**config.mk**
```make
export PLATFORM = sky130hd
export DESIGN_NAME = btb_predictor
export DESIGN_NICKNAME = d
export VERILOG_FILES = /design/src/rtl/btb_pkg.sv /design/src/rtl/btb_addr_split.sv /design/src/rtl/btb_tag_array.sv /design/src/rtl/btb_target_ram.sv /design/src/rtl/btb_update_ctrl.sv /design/src/rtl/btb_predictor.sv
export SDC_FILE = /design/constraint.sdc
export NUM_CORES = 2
export LEC_CHECK = 0
export ABC_AREA = 0
export ABC_CLOCK_PERIOD_IN_PS = 5550
export BUFFER_PORTS_ARGS = -buffer_cell sky130_fd_sc_hd__buf_2
export CAP_MARGIN = 30
export CORE_MARGIN = 3
export CORE_UTILIZATION = 50
export CTS_CLUSTER_SIZE = 24
export DETAILED_ROUTE_END_ITERATION = 16
export PLACE_DENSITY = 0.68
export REMOVE_ABC_BUFFERS = 1
export SYNTH_ARGS = -nofsm -noshare
export SYNTH_HDL_FRONTEND = slang
export SYNTH_SLANG_ARGS = --single-unit
```
**constraint.sdc**
```tcl
create_clock -name clk -period 5.55 [get_ports clk]
set_input_delay 0.8325 -clock clk [delete_from_list [all_inputs] [get_ports clk]]
set_output_delay 0.8325 -clock clk [all_outputs]
set_load 0.02 [all_outputs]
```
**src/rtl/btb_pkg.sv**
```systemverilog
package btb_pkg;

  typedef enum logic [1:0] {
    CTR_SNT = 2'b00,
    CTR_WNT = 2'b01,
    CTR_WT  = 2'b10,
    CTR_ST  = 2'b11
  } ctr_t;

  // one saturating step toward the resolved direction
  function automatic ctr_t ctr_step(input ctr_t cur, input logic taken);
    ctr_t nxt;
    case (cur)
      CTR_SNT: nxt = taken ? CTR_WNT : CTR_SNT;
      CTR_WNT: nxt = taken ? CTR_WT  : CTR_SNT;
      CTR_WT:  nxt = taken ? CTR_ST  : CTR_WNT;
      default: nxt = taken ? CTR_ST  : CTR_WT;
    endcase
    return nxt;
  endfunction

  function automatic logic ctr_says_taken(input ctr_t cur);
    return cur[1];
  endfunction

endpackage

```
**src/rtl/btb_addr_split.sv**
```systemverilog
module btb_addr_split #(
  parameter int ADDR_W     = 32,
  parameter int IDX_W      = 6,
  parameter int ALIGN_BITS = 2,
  parameter int TAG_W      = ADDR_W - IDX_W - ALIGN_BITS
) (
  input  logic [ADDR_W-1:0]     addr,
  output logic [IDX_W-1:0]      idx,
  output logic [TAG_W-1:0]      tag,
  output logic [ALIGN_BITS-1:0] off
);
  assign off = addr[ALIGN_BITS-1:0];
  assign idx = addr[ALIGN_BITS +: IDX_W];
  assign tag = addr[ADDR_W-1 -: TAG_W];
endmodule

```
**src/rtl/btb_tag_array.sv**
```systemverilog
module btb_tag_array
  import btb_pkg::*;
#(
  parameter int ENTRIES = 64,
  parameter int IDX_W   = $clog2(ENTRIES),
  parameter int TAG_W   = 24
) (
  input  logic               clk,
  input  logic               rst,
  // lookup read port
  input  logic [IDX_W-1:0]   lk_idx,
  output logic               lk_ent_valid,
  output logic [TAG_W-1:0]   lk_ent_tag,
  output ctr_t               lk_ent_ctr,
  // update read port
  input  logic [IDX_W-1:0]   up_idx,
  output logic               up_ent_valid,
  output logic [TAG_W-1:0]   up_ent_tag,
  output ctr_t               up_ent_ctr,
  // write port
  input  logic               wr_en,
  input  logic               wr_alloc,
  input  logic [IDX_W-1:0]   wr_idx,
  input  logic [TAG_W-1:0]   wr_tag,
  input  ctr_t               wr_ctr,
  output logic [ENTRIES-1:0] valid_vec
);

  logic [ENTRIES-1:0] valid_q;
  logic [TAG_W-1:0]   tag_q [ENTRIES];
  ctr_t               ctr_q [ENTRIES];

  // per-slot valid flags, the only state that needs a reset
  for (genvar e = 0; e < ENTRIES; e++) begin : g_valid
    always_ff @(posedge clk) begin
      if (rst) begin
        valid_q[e] <= 1'b0;
      end else if (wr_en && wr_alloc && (wr_idx == IDX_W'(e))) begin
        valid_q[e] <= 1'b1;
      end
    end
  end

  // tag and counter storage without reset (distributed RAM friendly)
  always_ff @(posedge clk) begin
    if (wr_en) begin
      tag_q[wr_idx] <= wr_tag;
      ctr_q[wr_idx] <= wr_ctr;
    end
  end

  assign lk_ent_valid = valid_q[lk_idx];
  assign lk_ent_tag   = tag_q[lk_idx];
  assign lk_ent_ctr   = ctr_q[lk_idx];
  assign up_ent_valid = valid_q[up_idx];
  assign up_ent_tag   = tag_q[up_idx];
  assign up_ent_ctr   = ctr_q[up_idx];
  assign valid_vec    = valid_q;

  AST_RESET_EMPTY: assert property (@(posedge clk) disable iff (rst)
    $past(rst) |-> (valid_q == '0));

  AST_ALLOC_STRONG: assert property (@(posedge clk) disable iff (rst)
    (wr_en && wr_alloc) |=> (valid_q[$past(wr_idx)] && (ctr_q[$past(wr_idx)] == CTR_ST)));

endmodule

```
**src/rtl/btb_target_ram.sv**
```systemverilog
module btb_target_ram #(
  parameter int DEPTH  = 64,
  parameter int AW     = $clog2(DEPTH),
  parameter int DATA_W = 32
) (
  input  logic              clk,
  input  logic              we,
  input  logic [AW-1:0]     waddr,
  input  logic [DATA_W-1:0] wdata,
  input  logic              re,
  input  logic [AW-1:0]     raddr,
  output logic [DATA_W-1:0] rdata
);
  logic [DATA_W-1:0] mem [DEPTH];

  // simple dual port, read-first: a same-address read returns the old word
  always_ff @(posedge clk) begin
    if (we) begin
      mem[waddr] <= wdata;
    end
    if (re) begin
      rdata <= mem[raddr];
    end
  end
endmodule

```
**src/rtl/btb_update_ctrl.sv**
```systemverilog
module btb_update_ctrl
  import btb_pkg::*;
#(
  parameter int TAG_W = 24
) (
  input  logic               clk,
  input  logic               rst,
  input  logic               up_valid,
  input  logic               up_taken,
  input  logic               up_uncond,
  input  logic               up_mispredict,
  input  logic [TAG_W-1:0]   up_tag,
  input  logic               ent_valid,
  input  logic [TAG_W-1:0]   ent_tag,
  input  ctr_t               ent_ctr,
  output logic               up_hit,
  output logic               wr_en,
  output logic               wr_alloc,
  output ctr_t               wr_ctr,
  output logic               tgt_we
);

  logic eff_taken;

  // unconditional branches always count as taken
  assign eff_taken = up_taken | up_uncond;
  assign up_hit    = ent_valid && (ent_tag == up_tag);

  always_comb begin
    wr_en    = 1'b0;
    wr_alloc = 1'b0;
    wr_ctr   = ent_ctr;
    tgt_we   = 1'b0;
    if (up_valid) begin
      if (up_hit) begin
        wr_en  = 1'b1;
        wr_ctr = ctr_step(ent_ctr, eff_taken);
        tgt_we = eff_taken;
      end else if (eff_taken) begin
        wr_en    = 1'b1;
        wr_alloc = 1'b1;
        wr_ctr   = CTR_ST;
        tgt_we   = 1'b1;
      end
    end
  end

  AST_NT_MISS_QUIET: assert property (@(posedge clk) disable iff (rst)
    (up_valid && !up_hit && !eff_taken) |-> (!wr_en && !tgt_we));

  AST_SAT_HIGH: assert property (@(posedge clk) disable iff (rst)
    (up_valid && up_hit && (ent_ctr == CTR_ST) && eff_taken) |-> (wr_ctr == CTR_ST));

  AST_SAT_LOW: assert property (@(posedge clk) disable iff (rst)
    (up_valid && up_hit && (ent_ctr == CTR_SNT) && !eff_taken) |-> (wr_ctr == CTR_SNT));

  AST_MISS_TAKEN_MISPRED: assert property (@(posedge clk) disable iff (rst)
    (up_valid && !up_hit && eff_taken) |-> up_mispredict);

  AST_HIT_DIR_MISPRED: assert property (@(posedge clk) disable iff (rst)
    (up_valid && up_hit && (ctr_says_taken(ent_ctr) != eff_taken)) |-> up_mispredict);

endmodule

```
**src/rtl/btb_predictor.sv**
```systemverilog
module btb_predictor
  import btb_pkg::*;
#(
  parameter int ADDR_W     = 32,
  parameter int ENTRIES    = 64,
  parameter int ALIGN_BITS = 2
) (
  input  logic              clk,
  input  logic              rst,
  input  logic              lk_valid,
  input  logic [ADDR_W-1:0] lk_addr,
  output logic              pr_valid,
  output logic              pr_hit,
  output logic              pr_taken,
  output logic [ADDR_W-1:0] pr_target,
  input  logic              up_valid,
  input  logic [ADDR_W-1:0] up_addr,
  input  logic              up_taken,
  input  logic              up_uncond,
  input  logic              up_mispredict,
  input  logic [ADDR_W-1:0] up_target
);

  localparam int IDX_W = $clog2(ENTRIES);
  localparam int TAG_W = ADDR_W - IDX_W - ALIGN_BITS;

  logic [IDX_W-1:0]      lk_idx, up_idx;
  logic [TAG_W-1:0]      lk_tag, up_tag;
  logic [ALIGN_BITS-1:0] lk_off, up_off;

  logic                  lk_ent_valid, up_ent_valid;
  logic [TAG_W-1:0]      lk_ent_tag, up_ent_tag;
  ctr_t                  lk_ent_ctr, up_ent_ctr;
  logic [ENTRIES-1:0]    valid_vec;

  logic                  up_hit, wr_en, wr_alloc, tgt_we;
  ctr_t                  wr_ctr;

  logic                  lk_hit;
  logic                  pr_valid_q, pr_hit_q, pr_taken_q;
  logic [ADDR_W-1:0]     ram_q;

  btb_addr_split #(.ADDR_W(ADDR_W), .IDX_W(IDX_W), .ALIGN_BITS(ALIGN_BITS), .TAG_W(TAG_W))
    u_lk_split (.addr(lk_addr), .idx(lk_idx), .tag(lk_tag), .off(lk_off));

  btb_addr_split #(.ADDR_W(ADDR_W), .IDX_W(IDX_W), .ALIGN_BITS(ALIGN_BITS), .TAG_W(TAG_W))
    u_up_split (.addr(up_addr), .idx(up_idx), .tag(up_tag), .off(up_off));

  btb_tag_array #(.ENTRIES(ENTRIES), .IDX_W(IDX_W), .TAG_W(TAG_W)) u_tags (
    .clk          (clk),
    .rst          (rst),
    .lk_idx       (lk_idx),
    .lk_ent_valid (lk_ent_valid),
    .lk_ent_tag   (lk_ent_tag),
    .lk_ent_ctr   (lk_ent_ctr),
    .up_idx       (up_idx),
    .up_ent_valid (up_ent_valid),
    .up_ent_tag   (up_ent_tag),
    .up_ent_ctr   (up_ent_ctr),
    .wr_en        (wr_en),
    .wr_alloc     (wr_alloc),
    .wr_idx       (up_idx),
    .wr_tag       (up_tag),
    .wr_ctr       (wr_ctr),
    .valid_vec    (valid_vec)
  );

  btb_update_ctrl #(.TAG_W(TAG_W)) u_ctrl (
    .clk           (clk),
    .rst           (rst),
    .up_valid      (up_valid),
    .up_taken      (up_taken),
    .up_uncond     (up_uncond),
    .up_mispredict (up_mispredict),
    .up_tag        (up_tag),
    .ent_valid     (up_ent_valid),
    .ent_tag       (up_ent_tag),
    .ent_ctr       (up_ent_ctr),
    .up_hit        (up_hit),
    .wr_en         (wr_en),
    .wr_alloc      (wr_alloc),
    .wr_ctr        (wr_ctr),
    .tgt_we        (tgt_we)
  );

  btb_target_ram #(.DEPTH(ENTRIES), .AW(IDX_W), .DATA_W(ADDR_W)) u_targets (
    .clk   (clk),
    .we    (tgt_we),
    .waddr (up_idx),
    .wdata (up_target),
    .re    (lk_valid),
    .raddr (lk_idx),
    .rdata (ram_q)
  );

  assign lk_hit = lk_ent_valid && (lk_ent_tag == lk_tag);

  // result register stage, sampled before this edge's update lands
  always_ff @(posedge clk) begin
    if (rst) begin
      pr_valid_q <= 1'b0;
      pr_hit_q   <= 1'b0;
      pr_taken_q <= 1'b0;
    end else begin
      pr_valid_q <= lk_valid;
      pr_hit_q   <= lk_valid && lk_hit;
      pr_taken_q <= lk_valid && lk_hit && ctr_says_taken(lk_ent_ctr);
    end
  end

  assign pr_valid  = pr_valid_q;
  assign pr_hit    = pr_hit_q;
  assign pr_taken  = pr_taken_q;
  assign pr_target = pr_hit_q ? ram_q : '0;

  AST_MISS_NOT_TAKEN: assert property (@(posedge clk) disable iff (rst)
    (pr_valid && !pr_hit) |-> !pr_taken);

  AST_NT_MISS_NO_ALLOC: assert property (@(posedge clk) disable iff (rst)
    (up_valid && !up_hit && !up_taken && !up_uncond) |=> (valid_vec == $past(valid_vec)));

  AST_RESULT_FOLLOWS_LOOKUP: assert property (@(posedge clk) disable iff (rst)
    lk_valid |=> pr_valid);

  AST_IDLE_NO_RESULT: assert property (@(posedge clk) disable iff (rst)
    !lk_valid |=> (!pr_valid && !pr_hit && !pr_taken));

  AST_ADDR_ALIGNED: assert property (@(posedge clk) disable iff (rst)
    ((lk_valid -> (lk_off == '0)) && (up_valid -> (up_off == '0))));

endmodule

```
==> parameters.txt <==
Parameter                              Value

Floorplan
  Effective utilization at floorplan    50.3%
  Die Wd    572 µm
  # rows    207
  Number of top-level design ports    138
  Area enclosed by the die boundary    0.327 mm²
  Die Ht    572 µm
  Std-Cell Core Area    0.319 mm²

Critical path
  Startpoint type of the worst setup path    input port
  Class of the most critical setup path    in -> reg
  Buf+Inv Stages, Crit Path    6
  Maximum fanout along the worst path    66
  Data arrival time of the critical path    5720 ps
  Cell type with the highest occurrence count on the critical path    buf_4
  WP data required    6300 ps
  Worst setup EP type    flop
  Critical path's slowest cell    a2111oi_2
  Max incr delay on CP    670 ps
  Delay-heaviest family, CP    compound AO/OA/AOI/OAI gates
  Cell breakdown of the critical path    buf_8, buf_12, mux4_2, o22ai_1, nor4_1, xor2_1, a21oi_1, nand4_1, a2111oi_2, buf_4, nand3_2, buf_4, o31a_1, o211ai_1, buf_4, buf_12

Placed design
  Half-perimeter wire length of the detailed placement result    292 mm
  Buffers on Ports    132
  Post-Place Worst Slack    -255 ps
  Gpl congestion    roughly 0.92
  Cell Count Post-Placement    approximately 12000

Final layout
  Area growth from synthesis to layout    15.2%
  Layout Utilization    57.9%
  Most common library cell in the layout ignoring fill and taps    edfxtp_1
  Final layout net count    8058
  Fraction of final layout cells sized beyond drive strength 1    36.0%
  Filler cell count in the final layout    22600
  Post-route insts no fill    roughly 12000
  Commonest non-fill, non-tap cells in the layout    edfxtp_1, mux4_2, buf_4, mux2i_1, clkbuf_16

Route
  Via total after detailed routing    85900
  Detailed-router iteration count before antenna repair    6
  DR DRC count    0
  Wire length after detailed routing    480 mm
  Detail Route Antenna Nets    0
  Wire length per cell after detailed routing    38.5 µm
  Via density per instance    approximately 6.9
  1st-iter DRT viols    approximately 13000

Yosys
  Average size of a mapped cell    21.9 µm²
  Most instantiated flip-flop cell in the synthesis netlist    edfxtp_1
  Share of Yosys cell area claimed by the top area cell type    70.2%
  Dominant cells by area after synthesis    edfxtp_1, mux4_2, mux2i_1
  Distinct cell type count after synthesis    76
  Cell Area, Synth    about 0.16 mm²
  Share of flip-flops with an asynchronous set or reset    0%
  Most area-hungry cell type in the Yosys netlist    edfxtp_1
  Seq cells post-synth    3811
  Mapped Cells    7302
  Post-synth EDFFs    about 3700
  Warnings, synthesis    0
  Portion of the post-synthesis area used by sequential elements    about 71%

Clock tree
  Clock-pin transition on the worst setup and hold timing paths    60 ps
  TritonCTS clock tree    done
  Setup bufs post-CTS    0
  CTS sink count    between 3000 and 4000
  Clk Tree Root Cell    clkbuf_16
  Number of hold-repair buffers added at the cts stage    0
  Number of buffers added by the clock tree synthesis step    380
  Later-pin clock latency in the skew report    around 960 ps
  Number of levels in the clock H-tree    5
  Max Root-Sink Buffers    4
  Count of instances resized after the clock tree is built    0

Global routing
  Vias in the first global route    ~86000
  Overall track demand over capacity in global routing    29.3%
  Largest net degree at the start of global routing    ~140
  Global-route wire length before repair    671 mm
  GR Overflow Total    0
  Number of antenna violations at the first check in global routing    19

Timing
  Final-layout setup total negative slack    0 ps
  Portion of the clock cycle consumed by the worst path in the final layout    between 80% and 90%
  Tightest Pin Transition    1130 ps
  Final max-slew violation count    0
  Final setup skew    around 66 ps
  Number of setup violations in the final report    0
  Time the final worst path needs with I/O delays and setup    4970 ps
  Hold Violations, Final    0
  RSZ-0062 raised after global routing    no
  Relative max-transition margin    24.0%
  Worst setup slack after layout    slightly below 600 ps
  Top achievable clock speed    a little over 200 MHz

Flow run
  Max cap viols    0

Status
  Status    finished, final reports clean

Power and ir drop
  Leakage power figure    58.7 nW
  Pwr/cell area    ~340 mW/mm²
  Peak supply drop    ~370 µV
  Total power after layout    about 62 mW

Hold path
  Worst hold path class    in -> reg
-- power by group --
group          leakage (nW)  switching (mW)  internal (mW)
logic                  18.5            2.54           1.76
clock network          6.04            11.0           14.8
registers              34.2          0.0619           31.8
total                  58.7            13.6           48.4
-- flip-flops by register name, summed over array words and instances (netlist names) --
| name | count |
|---|---|
| u_targets.mem | 2048 |
| u_targets.rdata | 32 |
| pr_valid | 1 |
| pr_hit | 1 |
| u_tags.tag_q | 1536 |
| pr_taken | 1 |
| u_tags.valid_vec | 64 |
| u_tags.ctr_q | 128 |
-- cell type report --
type / instances / area [µm²] / share of cell area, %
multi-input cells: 2991 / 44800 / 24.3
repair buffers: 763 / 8240 / 4.47
inverters: 8 / 30.0 / 0.0163
clock inverters: 250 / 2480 / 1.35
flip-flops and latches: 3811 / 114000 / 61.6
diodes: 11 / 27.5 / 0.0149
clock buffers: 453 / 9960 / 5.40
well taps: 4180 / 5230 / 2.83
-- cells by family after synthesis --
kind of cell              after synthesis  share of synthesized area [%]
AOI/OAI and AO/OA                     438                           1.89
muxes                                1906                           23.3
buffers and inverters                 500                           1.59
DFF                                  3811                           71.0
xor gates and xnor gates               60                          0.328
and+or+nand+nor                       587                           1.92
-- metal layers --
| metal | GRT usage (%) | share of wire (%) | up-vias |
|---|---|---|---|
| met5 | 0 | 0.011 | - |
| met4 | 15.2 | 6.2 | 10 |
| met3 | 6.44 | 11 | 1157 |
| met2 | 45.6 | 47 | 5940 |
| met1 | 39.3 | 36 | 45700 |
| li1 | - | - | 33000 |
-- synthesized netlist by cell type (7+ instances only) --
cell type / n
a211oi_1: 17
a21oi_1: 98
a221oi_1: 25
a22o_1: 13
a22oi_1: 142
a31oi_1: 14
and2_1: 40
and3_1: 8
buf_1: 59
buf_2: 163
buf_4: 57
buf_6: 30
clkbuf_1: 181
dfxtp_1: 67
edfxtp_1: 3744
inv_1: 7
mux2_2: 42
mux2i_1: 410
mux4_2: 1454
nand2_1: 90
nand2b_1: 8
nand3_1: 67
nand4_1: 24
nor2_1: 164
nor2b_1: 32
nor3_1: 71
nor3_2: 31
nor4_1: 11
o211ai_1: 7
o21ai_0: 38
o221ai_1: 10
o22ai_1: 35
xnor2_1: 35
xor2_1: 25
-- through the flow --
step / hold WS, ps / cell area, µm²
2_1_floorplan: 448 / 158000
3_3_place_gp: 461 / 171000
3_5_place_dp: 476 / 172000
4_1_cts: 242 / 184000
5_1_grt: 83.5 / 185000
6_report: 126 / 185000
-- path summary, 6_finish.rpt --
kind / cells after the start / startpoint / slack [ps] / end
max: 16 / up_addr[2] / 580 / u_tags.ctr_q[52][0]
min reg2reg: 2 / u_tags.valid_vec[46] / 500 / u_tags.valid_vec[46]
max reg2reg: 14 / u_tags.tag_q[63][12] / 750 / u_tags.ctr_q[52][0]
min: 1 / up_target[22] / 130 / u_targets.mem[7][22]
Power figures use the tool's default switching activity.
